==> config.mk <==
export PLATFORM = sky130hd
export DESIGN_NAME = fsw_overlay_align
export DESIGN_NICKNAME = d
export VERILOG_FILES = /design/src/rtl/fsw_align_pkg.sv /design/src/rtl/fsw_rst_sync.sv /design/src/rtl/fsw_tap_line.sv /design/src/rtl/fsw_cfg_regs.sv /design/src/rtl/fsw_overlay_align.sv
export SDC_FILE = /design/constraint.sdc
export NUM_CORES = 2
export LEC_CHECK = 0
export BUFFER_PORTS_ARGS = -buffer_cell sky130_fd_sc_hd__buf_2
export CAP_MARGIN = 0
export CELL_PAD_IN_SITES_DETAIL_PLACEMENT = 0
export CELL_PAD_IN_SITES_GLOBAL_PLACEMENT = 1
export CORE_UTILIZATION = 30
export CTS_BUF_LIST = sky130_fd_sc_hd__clkbuf_16
export DETAILED_ROUTE_END_ITERATION = 16
export PLACE_DENSITY = 0.59
export SLEW_MARGIN = 20
export SYNTH_ARGS = -nofsm -noshare
export SYNTH_HDL_FRONTEND = slang
export SYNTH_SLANG_ARGS = --single-unit
==> constraint.sdc <==
create_clock -name clk -period 181.2 [get_ports clk]
set_input_delay 9.06 -clock clk [delete_from_list [all_inputs] [get_ports clk]]
set_output_delay 9.06 -clock clk [all_outputs]
set_load 0.02 [all_outputs]
==> src/rtl/fsw_align_pkg.sv <==
package fsw_align_pkg;
  localparam int OVL_W      = 5;
  localparam int CMP_W      = 7;
  localparam int OVL_ZERO   = 23;
  localparam int CMP_ZERO   = 86;
  localparam int CMP_MAX    = 94;
  localparam int LINE_DEPTH = CMP_MAX;
  localparam int TAP_W      = $clog2(LINE_DEPTH + 1);
  localparam int OVL_BASE   = CMP_ZERO - OVL_ZERO;
  localparam int SUBS       = 4;
  localparam int WGT_W      = $clog2(SUBS + 1);
endpackage

==> src/rtl/fsw_rst_sync.sv <==
module fsw_rst_sync (
  input  logic clk,
  input  logic rst_n,
  output logic rst_ni
);
  logic s1_q;
  always_ff @(posedge clk or negedge rst_n) begin
    if (!rst_n) begin
      s1_q   <= 1'b0;
      rst_ni <= 1'b0;
    end else begin
      s1_q   <= 1'b1;
      rst_ni <= s1_q;
    end
  end
endmodule

==> src/rtl/fsw_tap_line.sv <==
module fsw_tap_line #(
  parameter int W     = 10,
  parameter int DEPTH = 94,
  localparam int TW   = $clog2(DEPTH + 1)
) (
  input  logic          clk,
  input  logic          rst_ni,
  input  logic [W-1:0]  din,
  input  logic [TW-1:0] tap,
  output logic [W-1:0]  dout
);
  logic [W-1:0] sr_q [DEPTH];
  logic [W-1:0] sr_d [DEPTH];

  always_comb begin
    sr_d[0] = din;
    for (int i = 1; i < DEPTH; i++) sr_d[i] = sr_q[i-1];
  end

  always_ff @(posedge clk or negedge rst_ni) begin
    if (!rst_ni) begin
      for (int i = 0; i < DEPTH; i++) sr_q[i] <= '0;
    end else begin
      for (int i = 0; i < DEPTH; i++) sr_q[i] <= sr_d[i];
    end
  end

  always_comb begin
    if (tap == '0)                 dout = din;
    else if (int'(tap) > DEPTH)    dout = sr_q[DEPTH-1];
    else                           dout = sr_q[tap - TW'(1)];
  end
endmodule

==> src/rtl/fsw_cfg_regs.sv <==
module fsw_cfg_regs
  import fsw_align_pkg::*;
(
  input  logic             clk,
  input  logic             rst_ni,
  input  logic             cfg_we,
  input  logic             cfg_sel,
  input  logic [CMP_W-1:0] cfg_wdata,
  output logic [OVL_W-1:0] ovl_q,
  output logic [CMP_W-1:0] cmp_q,
  output logic             odd_q
);
  logic [OVL_W-1:0] ovl_d;
  logic [CMP_W-1:0] cmp_d;
  logic [CMP_W-1:0] rnd;
  logic             odd_d;

  always_comb begin
    ovl_d = ovl_q;
    cmp_d = cmp_q;
    odd_d = odd_q;
    rnd   = {cfg_wdata[CMP_W-1:1], 1'b0};
    if (cfg_we) begin
      if (cfg_sel) begin
        cmp_d = (int'(rnd) > CMP_MAX) ? CMP_W'(CMP_MAX) : rnd;
        odd_d = cfg_wdata[0];
      end else begin
        ovl_d = cfg_wdata[OVL_W-1:0];
      end
    end
  end

  always_ff @(posedge clk or negedge rst_ni) begin
    if (!rst_ni) begin
      ovl_q <= OVL_W'(OVL_ZERO);
      cmp_q <= CMP_W'(CMP_ZERO);
      odd_q <= 1'b0;
    end else if (cfg_we) begin
      ovl_q <= ovl_d;
      cmp_q <= cmp_d;
      odd_q <= odd_d;
    end
  end

  p_cmp_even_r3: assert property (@(posedge clk) disable iff (!rst_ni)
    (cmp_q[0] == 1'b0) && (int'(cmp_q) <= CMP_MAX));
  p_odd_flag_r9: assert property (@(posedge clk) disable iff (!rst_ni)
    (cfg_we && cfg_sel) |=> (odd_q == $past(cfg_wdata[0])));
  p_ovl_only_r10: assert property (@(posedge clk) disable iff (!rst_ni)
    (cfg_we && !cfg_sel) |=> ($stable(cmp_q) && $stable(odd_q)));
endmodule

==> src/rtl/fsw_overlay_align.sv <==
module fsw_overlay_align
  import fsw_align_pkg::*;
#(
  parameter int PIX_W = 10
) (
  input  logic             clk,
  input  logic             rst_n,
  input  logic [PIX_W-1:0] cvbs_pix,
  input  logic [PIX_W-1:0] comp_pix,
  input  logic [3:0]       fsw_sub,
  input  logic             cfg_we,
  input  logic             cfg_sel,
  input  logic [6:0]       cfg_wdata,
  output logic [4:0]       ovl_code,
  output logic [6:0]       cmp_code,
  output logic             cmp_odd_flag,
  output logic [PIX_W-1:0] mix_pix
);
  logic             rst_i;
  logic [PIX_W-1:0] cvbs_tap, comp_tap, avg_pix, mix_d;
  logic [PIX_W:0]   sum_pix;
  logic [SUBS-1:0]  fsw_tap;
  logic [TAP_W-1:0] ovl_tap, cmp_tap;
  logic [WGT_W-1:0] wgt;
  logic [TAP_W-1:0] fill_q, fill_d;
  logic             filled, fill_en;

  fsw_rst_sync u_rst (.clk(clk), .rst_n(rst_n), .rst_ni(rst_i));

  fsw_cfg_regs u_cfg (
    .clk(clk), .rst_ni(rst_i), .cfg_we(cfg_we), .cfg_sel(cfg_sel),
    .cfg_wdata(cfg_wdata), .ovl_q(ovl_code), .cmp_q(cmp_code), .odd_q(cmp_odd_flag)
  );

  assign ovl_tap = TAP_W'(OVL_BASE) + TAP_W'(ovl_code);
  assign cmp_tap = TAP_W'(cmp_code);

  fsw_tap_line #(.W(PIX_W), .DEPTH(LINE_DEPTH)) u_cvbs (
    .clk(clk), .rst_ni(rst_i), .din(cvbs_pix), .tap(TAP_W'(CMP_ZERO)), .dout(cvbs_tap));
  fsw_tap_line #(.W(PIX_W), .DEPTH(LINE_DEPTH)) u_comp (
    .clk(clk), .rst_ni(rst_i), .din(comp_pix), .tap(cmp_tap), .dout(comp_tap));
  fsw_tap_line #(.W(SUBS), .DEPTH(LINE_DEPTH)) u_fsw (
    .clk(clk), .rst_ni(rst_i), .din(fsw_sub), .tap(ovl_tap), .dout(fsw_tap));

  // fill guard: composite only until the deepest tap holds fresh data
  assign filled  = (fill_q == TAP_W'(LINE_DEPTH));
  assign fill_en = cfg_we || !filled;
  assign fill_d  = cfg_we ? '0 : fill_q + TAP_W'(1);

  always_ff @(posedge clk or negedge rst_i) begin
    if (!rst_i)       fill_q <= '0;
    else if (fill_en) fill_q <= fill_d;
  end

  // phase weight and source pick
  always_comb begin
    wgt     = WGT_W'($countones(fsw_tap));
    sum_pix = {1'b0, cvbs_tap} + {1'b0, comp_tap};
    avg_pix = PIX_W'(sum_pix >> 1);
    if (!filled)                   mix_d = cvbs_tap;
    else if (wgt >= WGT_W'(3))     mix_d = comp_tap;
    else if (wgt != '0)            mix_d = avg_pix;
    else                           mix_d = cvbs_tap;
  end

  always_ff @(posedge clk or negedge rst_i) begin
    if (!rst_i) mix_pix <= '0;
    else        mix_pix <= mix_d;
  end

  p_force_cvbs_r8: assert property (@(posedge clk) disable iff (!rst_i)
    !filled |=> (mix_pix == $past(cvbs_tap)));
  p_fill_restart_r8: assert property (@(posedge clk) disable iff (!rst_i)
    cfg_we |=> (fill_q == '0));
  p_pick_comp_r5: assert property (@(posedge clk) disable iff (!rst_i)
    (filled && ($countones(fsw_tap) >= 3)) |=> (mix_pix == $past(comp_tap)));
  p_pick_cvbs_r7: assert property (@(posedge clk) disable iff (!rst_i)
    (filled && (fsw_tap == '0)) |=> (mix_pix == $past(cvbs_tap)));
endmodule

-- Word level (Yosys, flattened, before mapping)
Cells that the tools add are included.
- flip-flop bits (word level): 2208
- input port bits: 35
- output and inout port bits: 23
- word-level logic and storage cells: 321
- $add $sub $neg: 8
- magnitude comparators: 6
- equality and inequality tests: 1
- mux-type cells: 15
- bitwise operators: 3
- reductions and logical operators: 7
- operator list (operator ; number):
    10-bit binary-select mux with 7-bit select ; 1
    10-bit two-way mux ; 7
    4-bit binary-select mux with 7-bit select ; 1
    7-bit > comparator, second input constant ; 3
    8-bit greater-or-equal comparator, second input constant ; 2
    4-bit two-way mux ; 4
    7-bit inverter with 8-bit output ; 2
    7-bit zero test ; 2
    7-bit two-way mux ; 2
    7-bit by 1-bit subtractor with 7-bit output, second input constant ; 2
    10-bit by 10-bit adder with 11-bit output ; 1
    6-bit by 5-bit adder with 7-bit output, first input constant ; 1
    7-bit by 1-bit adder with 7-bit output, second input constant ; 1
    7-bit equality test, second input constant ; 1
    1-bit by 1-bit adder with 2-bit output ; 2
    2-bit AND reduction ; 2
    2-bit by 2-bit adder with 3-bit output ; 1
    3-bit by 2-bit greater-or-equal comparator with 1-bit output, second input constant ; 1
    3-bit nonzero test ; 1
    1-bit zero test ; 1
    1-bit logical OR ; 1
    1-bit inverter ; 1

-- Longest topological paths before layout
- word-level depth: 14
- depth in mapped cells: 26
- depth with buffers taken out: 21

-- By module
Synthesis repeated with hierarchy kept, for this count alone.
- cells, all modules: 4196
- area total of the unflattened synthesis: 78625.4 um^2
- modules (own cells, without submodules) (module ; instances ; cells each ; area each (um^2) ; seq. area each (um^2)):
    fsw_tap_line at u_comp ... ; 2 ; 1647 ; 31856.8 ; 23522.6
    fsw_tap_line at u_fsw ; 1 ; 702 ; 12949.9 ; 9409.0
    fsw_overlay_align ; 1 ; 158 ; 1366.3 ; 425.4
    fsw_cfg_regs ; 1 ; 39 ; 541.8 ; 310.3
    fsw_rst_sync ; 1 ; 3 ; 53.8 ; 50.0

-- Least setup slack after synthesis
OpenSTA, ideal clock, no wires.
- path kind: input -> register
- from: input port comp_pix[0]
- to: register mix_pix[7]
- library setup time: 123 ps
- data arrival time: 11512 ps
- data required time: 181077 ps
- path slack: 169565 ps
- stages on the path: 16
- path buffers: 0
- cells stage by stage: nand2b_1 > a41o_1 > o2111a_1 > a31oi_1 > o31ai_2 > nand2_1 > fa_1 > nor2b_1 > o21ai_0 > a21boi_0 > o21ai_0 > a21boi_0 > o21ai_0 > a21boi_0 > nor2_1 > o221a_2
- longest elaborated chain between the ends: 5
- ends and longest elaborated chain (what ; line ; text):
    start, declared ; fsw_overlay_align.sv:9 ; input logic [PIX_W-1:0] comp_pix,
    10-bit two-way mux ; fsw_tap_line.sv:29 ; if (tap == '0) dout = din;
    10-bit by 10-bit adder with 11-bit output ; fsw_overlay_align.sv:58 ; sum_pix = {1'b0, cvbs_tap} + {1'b0, comp_tap};
    10-bit two-way mux ; fsw_overlay_align.sv:62 ; else if (wgt != '0) mix_d = avg_pix;
    10-bit two-way mux ; fsw_overlay_align.sv:61 ; else if (wgt >= WGT_W'(3)) mix_d = comp_tap;
    10-bit two-way mux ; fsw_overlay_align.sv:60 ; if (!filled) mix_d = cvbs_tap;
    named net mix_d[7] ; fsw_overlay_align.sv:20 ; logic [PIX_W-1:0] cvbs_tap, comp_tap, avg_pix, mix_d;
    end signal, assigned ; fsw_overlay_align.sv:68 ; else mix_pix <= mix_d;
    end, declared ; fsw_overlay_align.sv:17 ; output logic [PIX_W-1:0] mix_pix
The timed path passes the listed nets, and every way through them passes these cells.
A chain may end at the register's enable or synchronous reset.

-- Final worst setup path
Ends and elaborated chain as after synthesis.

==> impl_metrics.py <==
metrics = {
    "placed_design": {
        "gp_congestion": 0.728,
        "dpl.hpwl_um": 50700,
        "pre_cts_ws_ns": 168.86,
        "io_buffers": 56,
    },
    "synth": {
        "syn_inst": 2875,
        "synth-async-reset-ratio_pct": 100,
        "synth_fp_nets": 2930,
        "synth_ff_type": "dfrtp_1",
        "synth_edf_count": 0,
        "synth_cell_type_count": 66,
        "ys_seq_area_share_pct": 88.2,
        "ys_ff_latch": 2207,
        "syn_avg_cell_area_um2": 21.8,
        "synth.cell_area_um2": 62600,
        "yosys_warnings": 0,
    },
    "clocking": {
        "clock_path_buffers": 3,
        "cts_buffers": 204,
        "root_buffer": "clkbuf_16",
        "htreeDepth": 4,
        "post_cts_resized": 0,
        "tritoncts": "done",
        "post-cts-setup-buffers": 0,
        "clkTransAtPathRegs_ns": 0.06,
        "insertion_delay_ns": 0.84,
        "clock-sinks": 2207,
        "holdBufCountCts": 0,
    },
    "outcome": {
        "status": "completed",
    },
    "global_route": {
        "grt_pass1_vias": 26900,
        "antenna_found_initial": 1,
        "grt_remaining_overflow": 0,
        "grt_first_pass_wirelength_um": 158000,
        "grt_usage_pct": 9.47,
        "grt_start_max_net_pins": 226,
    },
    "run": {
        "maxCapViolations": 0,
    },
    "min_path": {
        "min_to": "u_fsw.sr_d[193]$_DFF_PN0_",
        "min_path_type": "reg -> reg",
        "hold_path_depth": 0,
        "hold_path.startpoint": "u_fsw.sr_d[197]$_DFF_PN0_",
    },
    "setup_path": {
        "r2r-end": "mix_pix[7]$_DFF_PN0_",
        "reg2reg_depth": 22,
        "cp.arrival_ns": 12.31,
        "start_kind": "input pin",
        "r2r-start": "u_cfg.cmp_q[1]$_DFFE_PN1P_",
        "path_class": "in -> reg",
        "cp.required_ns": 181.91,
        "end_kind": "flip-flop",
        "path_max_fanout": 4,
        "r2r_setup_slack_ns": 174.02,
    },
    "floorplanning": {
        "die_w_um": 459,
        "start_util_pct": 30.2,
        "rows": 167,
        "die_y_um": 459,
        "core_area_um2": 207000,
        "io-pin-count": 58,
        "dieArea_um2": 210000,
    },
    "sta": {
        "layout_worst_path_cycle_share_pct": 6.40,
        "fin_skew_ns": 0.0973,
        "finalHoldViolCount": 0,
        "rsz0062_at_grt": "no",
        "relSlewSlack_pct": 32.3,
        "layout_setup_ws_ns": 169.60,
        "drv_slew": 0,
        "worst_pin_slew_ns": 1.01,
        "fin_crit_ns": 11.60,
        "max_freq_ghz": 0.0862,
        "setup_viol": 0,
        "whs_ns": 0.277,
        "final.setup.tns_ns": 0,
    },
    "drt": {
        "vias": 24100,
        "ant_nets": 0,
        "wl_per_cell_um": 15.6,
        "routed_wirelength_um": 94900,
        "drtPass1Iterations": 5,
        "route.detailed.drc": 0,
        "vias_per_cell": 3.97,
        "drt_iter0_drc": 1408,
    },
    "cells_and_area": {
        "nets": 3173,
        "drive_gt1_share_pct": 18.8,
        "n_fill_cell": 19300,
        "area_growth_pct": 16.6,
        "utilization_pct": 35.2,
    },
    "power": {
        "pwr_density_cell_nw_per_um2": 13.4,
        "ir_drop_mv": 0.0106,
        "p_leak_nw": 34.1,
    },
}
==> metal layers <==
metal	share of wire (%)	routed length, um	track usage (%)	vias to the layer above
met3	4.5	4260	2.50	201
met1	48	45800	13.7	13300
met5	0	0	0	-
met2	45	42400	13.8	357
met4	2.6	2440	3.35	0
li1	-	-	-	10200
==> worst max path at each step <==
stage / from / depth (start not counted) / slack [ns] / end
after floorplan: u_rst.rst_ni$_DFF_PN0_ / 0 / 115.14 / fill_q[0]$_DFFE_PN0P_
after global placement: comp_pix[0] / 18 / 168.84 / mix_pix[7]$_DFF_PN0_
after detailed placement: comp_pix[0] / 18 / 168.86 / mix_pix[7]$_DFF_PN0_
after CTS: u_cfg.cmp_q[1]$_DFFE_PN1P_ / 1 / 169.67 / cmp_code[1]
after global routing: comp_pix[0] / 18 / 169.35 / mix_pix[7]$_DFF_PN0_
final: comp_pix[0] / 18 / 169.60 / mix_pix[7]$_DFF_PN0_
==> area by class of cell <==
cell class,count,area (um^2),area share [%]
Antenna cell,1,2.50,0.00343
Inverter,16,60.1,0.0823
Clock buffer,204,5100,6.99
Clock inverter,170,1330,1.83
Tap cell,2788,3490,4.78
Timing Repair Buffer,104,742,1.02
Multi-Input combinational cell,585,7010,9.60
Sequential cell,2207,55200,75.7
==> critical path, stage by stage <==
cell	delay (ns)
buf_2	0.12
nand2b_1	0.11
a41o_1	0.16
o2111a_1	0.19
a31oi_1	0.09
o31ai_2	0.07
buf_4	0.26
nand2_1	0.10
fa_1	0.41
nor2b_1	0.14
o21ai_0	0.13
a21boi_0	0.25
o21ai_0	0.15
a21boi_0	0.28
o21ai_0	0.14
a21boi_0	0.28
nor2_1	0.09
o221a_2	0.27
==> synthesized netlist by cell type, types with 4 or more instances <==
library cell,n,area [um^2]
mux4_2,182,4100
nand2_1,64,240
nor2_1,39,146
inv_1,15,56.3
a21oi_1,16,80.1
buf_1,6,22.5
dfstp_2,8,210
ha_1,18,225
o211ai_1,4,30.0
a221o_1,6,60.1
mux2i_1,40,400
nand4_1,4,25.0
a22o_1,6,52.6
nand3_1,9,45.0
nor2b_1,15,93.8
dfrtp_1,2199,55000
a211oi_1,20,150
nand2b_1,4,25.0
clkbuf_1,21,78.8
xor2_1,7,61.3
a31oi_1,9,56.3
buf_6,5,56.3
o21ai_0,36,180
buf_2,24,120
o221a_2,5,56.3
nand3b_1,4,30.0
and3_1,4,25.0
nor3_1,6,30.0
buf_4,11,82.6
mux2_2,19,214
xnor2_1,7,61.3
o21ai_1,10,50.1
==> cell usage in the layout (no fill, tap or decap), types with 4 or more instances in the layout <==
cell type   instances
dfrtp_1          2198
clkbuf_16         204
mux4_2            182
nand2_1            64
buf_2              56
inv_1              55
clkinv_1           54
mux2i_1            40
clkinv_2           39
buf_4              39
nor2_1             38
o21ai_0            36
a211oi_1           20
mux2_2             19
a21oi_1            16
ha_1               16
nor2b_1            15
clkinv_16          13
o21ai_1            10
nand3_1             9
a31oi_1             8
bufinv_16           8
xor2_1              7
clkinvlp_4          7
nor3_1              6
a221o_1             6
a22o_1              6
dfstp_2             6
o221a_2             5
xnor2_2             4
xnor2_1             4
and3_1              4
nand4_1             4
o211ai_1            4
nand3b_1            4
nand2b_1            4
inv_6               4
buf_12              4
==> metrics by stage <==
step / power, mW / area (um^2) / instances
CTS: 0.995 / 72900 / 6072
floorplan: 0.565 / 62600 / 2875
finish: 0.974 / 73000 / 6075
global placement: 0.583 / 66500 / 5698
detailed placement: 0.584 / 66500 / 5698
global route: 1.02 / 73000 / 6075
==> state kept, by name, summed over array words and instances (netlist names) <==
name,cells
u_comp.sr_q,10
u_comp.sr_d,930
u_cfg.cmp_q,6
u_cfg.ovl_q,5
mix_pix,10
u_cvbs.sr_d,860
u_rst.s1_q,1
u_fsw.sr_d,372
u_rst.rst_ni,1
fill_q,7
u_fsw.sr_q,4
u_cfg.odd_q,1
==> power by group <==
group | switching, mW | leakage [nW] | internal [mW]
logic | 0.0369 | 2.83 | 0.0216
registers | 0.00706 | 28.0 | 0.507
clock network | 0.183 | 3.28 | 0.218
==> cells by family (layout without fill, tap and decap cells) <==
kind of cell / after synthesis / count (layout) / synth area share, %
AO/OA/AOI/OAI: 144 / 144 / 1.61
XOR/XNOR: 17 / 17 / 0.292
adder cells (fa/ha/maj): 20 / 20 / 0.424
buffers and inverters: 83 / 494 / 0.672
flip-flops: 2207 / 2207 / 88.2
multiplexers: 242 / 242 / 7.55
other: 2 / 3 / 0.0120
AND/OR/NAND/NOR: 160 / 160 / 1.20
(Power assumes the default switching activity.)
